**config.mk**
```make
export PLATFORM = sky130hd
export DESIGN_NAME = evt_channel
export DESIGN_NICKNAME = d
export VERILOG_FILES = /design/src/rtl/evt_channel.sv
export SDC_FILE = /design/constraint.sdc
export NUM_CORES = 1
export LEC_CHECK = 0
export ABC_AREA = 1
export BUFFER_PORTS_ARGS = -buffer_cell sky130_fd_sc_hd__buf_2
export CORE_MARGIN = 2
export CORE_UTILIZATION = 30
export DETAILED_ROUTE_END_ITERATION = 10
export GPL_TIMING_DRIVEN = 0
export HOLD_SLACK_MARGIN = 0.08
export PLACE_DENSITY_LB_ADDON = 0.12
export SLEW_MARGIN = 20
export SYNTH_ARGS = -nofsm -noshare
export SYNTH_HDL_FRONTEND = slang
export SYNTH_SLANG_ARGS = --single-unit
```
**constraint.sdc**
```tcl
create_clock -name clk -period 2.69 [get_ports clk]
set_input_delay 0.538 -clock clk [delete_from_list [all_inputs] [get_ports clk]]
set_output_delay 0.538 -clock clk [all_outputs]
set_load 0.02 [all_outputs]
```
**src/rtl/evt_channel.sv**
```systemverilog
module evt_channel #(
  parameter int NUM_SRC = 8,
  parameter int DATA_W  = 2,
  parameter int LEN_W   = 3,
  localparam int SEL_W  = (NUM_SRC > 1) ? $clog2(NUM_SRC) : 1
) (
  input  logic                        clk,
  input  logic                        rst,
  input  logic [SEL_W-1:0]            src_sel,
  input  logic [NUM_SRC-1:0]          src_evt,
  input  logic [NUM_SRC*DATA_W-1:0]   src_data,
  input  logic                        filt_en,
  input  logic [LEN_W-1:0]            filt_len,
  output logic                        evt_out,
  output logic [DATA_W-1:0]           evt_data
);

  localparam int CNT_W = LEN_W + 1;
  localparam logic [CNT_W-1:0] RUN_MAX = CNT_W'(1 << LEN_W);

  logic              cap_evt;
  logic [DATA_W-1:0] cap_dat;
  logic              prev_smp;
  logic [CNT_W-1:0]  run;
  logic              acc;

  wire              pick_evt = src_evt[src_sel];
  wire [DATA_W-1:0] pick_dat = src_data[src_sel*DATA_W +: DATA_W];

  wire              flt_on = filt_en && (filt_len != '0);
  wire [CNT_W-1:0]  need   = {1'b0, filt_len} + CNT_W'(1);

  wire [CNT_W-1:0]  run_nxt = (cap_evt != prev_smp) ? CNT_W'(1) :
                              (run == RUN_MAX)      ? run : run + CNT_W'(1);

  wire              filt_val = !flt_on           ? cap_evt :
                               (run_nxt >= need) ? cap_evt : acc;

  always_ff @(posedge clk) begin
    if (rst) begin
      cap_evt  <= 1'b0;
      cap_dat  <= '0;
      prev_smp <= 1'b0;
      run      <= '0;
      acc      <= 1'b0;
      evt_out  <= 1'b0;
      evt_data <= '0;
    end else begin
      cap_evt  <= pick_evt;
      cap_dat  <= pick_dat;
      prev_smp <= cap_evt;
      run      <= run_nxt;
      acc      <= filt_val;
      evt_out  <= filt_val;
      evt_data <= filt_val ? cap_dat : '0;
    end
  end

  logic [1:0] age;
  always_ff @(posedge clk) begin
    if (rst)              age <= '0;
    else if (age != 2'd3) age <= age + 2'd1;
  end

  assert_reset_clear_R1: assert property (@(posedge clk)
    rst |=> (!evt_out && evt_data == '0));

  assert_data_gate_R8: assert property (@(posedge clk) disable iff (rst)
    !evt_out |-> evt_data == '0);

  assert_two_cycle_path_R3: assert property (@(posedge clk) disable iff (rst)
    (age == 2'd3 && !$past(flt_on)) |-> evt_out == $past(src_evt[src_sel], 2));

  assert_filter_hold_R6: assert property (@(posedge clk) disable iff (rst)
    (age == 2'd3 && $past(flt_on) && evt_out != $past(evt_out))
      |-> $past(run_nxt >= need));

endmodule

```
==> flow_metrics.tcl <==
set metrics [dict create \
    crit_buf_inv 2 \
    fin_total_pwr_w 0.000419 \
    utilization_pct 41.3 \
    crit_fanout 4 \
    grt_max_degree 11 \
    final_common_cell "buf_2" \
    start_kind "flip-flop" \
    p_int_w 0.000288 \
    ant_nets 0 \
    min_period_over_period_pct 71.3 \
    grt_pass1_vias 841 \
    crit_family "simple AND/OR/NAND/NOR gates" \
    grt-ovfl-total 0 \
    core-area_mm2 0.00252 \
    drc 0 \
    cts_hold_buf 0 \
    path_depth 16 \
    clk_latency_ps 270 \
    r2r-end "evt_data[0]" \
    fmax_ghz 0.521 \
    min_path_cells 2 \
    setup_viol 0 \
    report.final.hold_viol_count 0 \
    final_cell_mix "34 x buf_2, 29 x nor2_1, 21 x inv_1, 13 x nand2_1, 11 x dfxtp_1" \
    first_iter_violations 22 \
    slew_headroom_pct 79.9 \
    min-delay-start "cap_dat[1]" \
    ioPinCount 36 \
    wire_per_inst_um 9.24 \
    dr.pass1.iters 4 \
    rrSetupSlack_ps 770 \
    slew_viol_final 0 \
    cp_common_cell "nand2_1" \
    clock_power_share_pct 26.3 \
    power_density_mw_per_mm2 402 \
    synthCells 122 \
    worstPathRequired_ps 2900 \
    grt_pass1_wl_um 3130 \
    leakagePower_nw 0.558 \
    cp_slowest_cell "dfxtp_1" \
    tns_ps 0 \
    cts_buffers 3 \
    reg2reg_depth 16 \
    status "complete, no violations" \
    finalCriticalPeriod_ps 1920 \
    vdd_drop_max_v 0.000252 \
    path_class "flip-flop to flip-flop" \
    hold_end "evt_data[1]" \
    p_sw_w 0.000131 \
    wl_um 1760 \
    arrival_ps 2130 \
    nNetsFinal 202 \
    syn2layout_area_growth_pct 29.1 \
    cts.path.max_buffers 2 \
    cts-root-buf "clkbuf_4" \
    whs_ps 414 \
    num_rows 18 \
    postCtsSetupRepairBufs 0 \
    synth_area_per_cell_um2 6.61 \
    cts_tree "built" \
    seq_area_frac_synth_pct 27.3 \
    end_kind "flip-flop" \
    clk_pin_slew_worst_paths_ps 70 \
    synth_seq_cells 11 \
    seq_power_share_pct 43.6 \
    vias 876 \
    skew_ps 6.12 \
    drv_cap 0 \
    initial_utilization_pct 32.0 \
    crit_path_max_incr_delay_ps 370 \
    cts_num_sinks 11 \
    die_area_mm2 0.00312 \
    p_comb_share_pct 30.1 \
    yosys_warnings 0 \
    syn-cell-area_um2 807 \
    vias_per_cell 4.61 \
    switching_share_pct 31.3 \
    hp-class "flip-flop to flip-flop" \
    dp_slack_ps 770 \
    fin_ws_ps 772 \
    io_buffers 34 \
    grt_antenna_before_repair 0 \
    hpwl_um 1530 \
    drive_gt1_share_pct 28.1 \
    worstPathCellList "inv_1 -> ha_1 -> nand2_1 -> nor3_1 -> or2_1 -> nor2_1 -> ha_1 -> inv_1 -> nand2_1 -> nand2_1 -> nand2_1 -> nand2_1 -> nand2_1 -> nand2_1 -> nand3_1 -> nor2_1" \
    die_height_um 55.9 \
    rsz0062_at_grt "no" \
    syn-num-nets 163 \
    grt_usage_pct 12.3 \
    diodes 0 \
    tightest_slew_ps 301 \
    gp_congestion 0.751 \
    cts_resized 0 \
    cts_max_level 1 \
    r2r_start "run[0]" \
    ys_types 19 \
    die_w_um 55.9 \
]
-- synthesized netlist by cell type (all sizes together) --
library cell	instances	share of area, %
o21ai	13	8.1
inv	22	10
xnor2	2	2.2
o22ai	3	2.3
o211ai	3	2.8
xor2	1	2.0
or2	1	0.78
buf	3	3.7
nand2	13	6.0
ha	8	12
dfxtp	11	27
nand3	5	3.1
nor3	4	2.5
nor2	31	15
nor4	2	1.6
-- sequential cells by signal, summed over array words and instances, names as in the netlist --
register	cells
evt_data	2
cap_evt	1
prev_smp	1
run	4
acc	1
cap_dat	2
-- area by class of cell --
| class | count | area [um2] |
|---|---|---|
| fill | 301 | 1480 |
| multi-input combinational | 86 | 474 |
| sequential | 11 | 220 |
| timing repair buffer | 34 | 170 |
| inverter | 22 | 82.6 |
| tap | 30 | 37.5 |
| buffer | 3 | 30.0 |
| clock buffer | 3 | 22.5 |
| clock inverter | 1 | 5.00 |
-- worst reg2reg max path: cells and delay by family, from the launching register on --
kind / cells / cell delay (ps)
AND/OR/NAND/NOR: 12 / 960
adder cells (fa/ha/maj): 2 / 420
flip-flops: 1 / 370
buffers and inverters: 2 / 120
-- how the worst max path moves through the flow --
stage | from | endpoint | slack [ps]
final | run[0] | evt_data[0] | 770
after detailed placement | run[0] | evt_data[1] | 770
after global placement | run[0] | evt_data[0] | 770
after floorplan | run[0] | evt_data[0] | 930
after global routing | run[0] | evt_data[0] | 510
after CTS | run[0] | evt_data[0] | 740
-- routing by layer --
metal,vias to the layer above,part of all wire (%),GRT usage (%)
li1,467,-,-
met1,388,41,12.3
met2,21,53,24.3
met3,0,6.0,3.95
met4,0,0,2.72
met5,-,0,0
-- cells by family after synthesis --
kind of cell / share of synthesized area [%]
compound gates: 13.2
fa+ha+maj: 12.4
xor+xnor: 4.19
flops: 27.3
simple gates: 29.0
buf+inv: 14.0
-- power by group through the flow --
stage | Clock, W | Sequential (W) | Combinational (W)
after CTS | 0.000118 | 0.000183 | 0.000129
after global placement | 0 | 0.000186 | 0.000126
after global routing | 0.000129 | 0.000184 | 0.000147
after floorplan | 0 | 0.000190 | 0.0000789
after detailed placement | 0 | 0.000187 | 0.000128
final | 0.000110 | 0.000183 | 0.000126
-- metrics by stage --
step	instances	cell area (um2)
2_1_floorplan	122	807
3_3_place_gp	186	1010
3_5_place_dp	186	1010
4_1_cts	190	1040
5_1_grt	190	1040
6_report	190	1040
No activity file was read; power rests on OpenSTA's default activity.
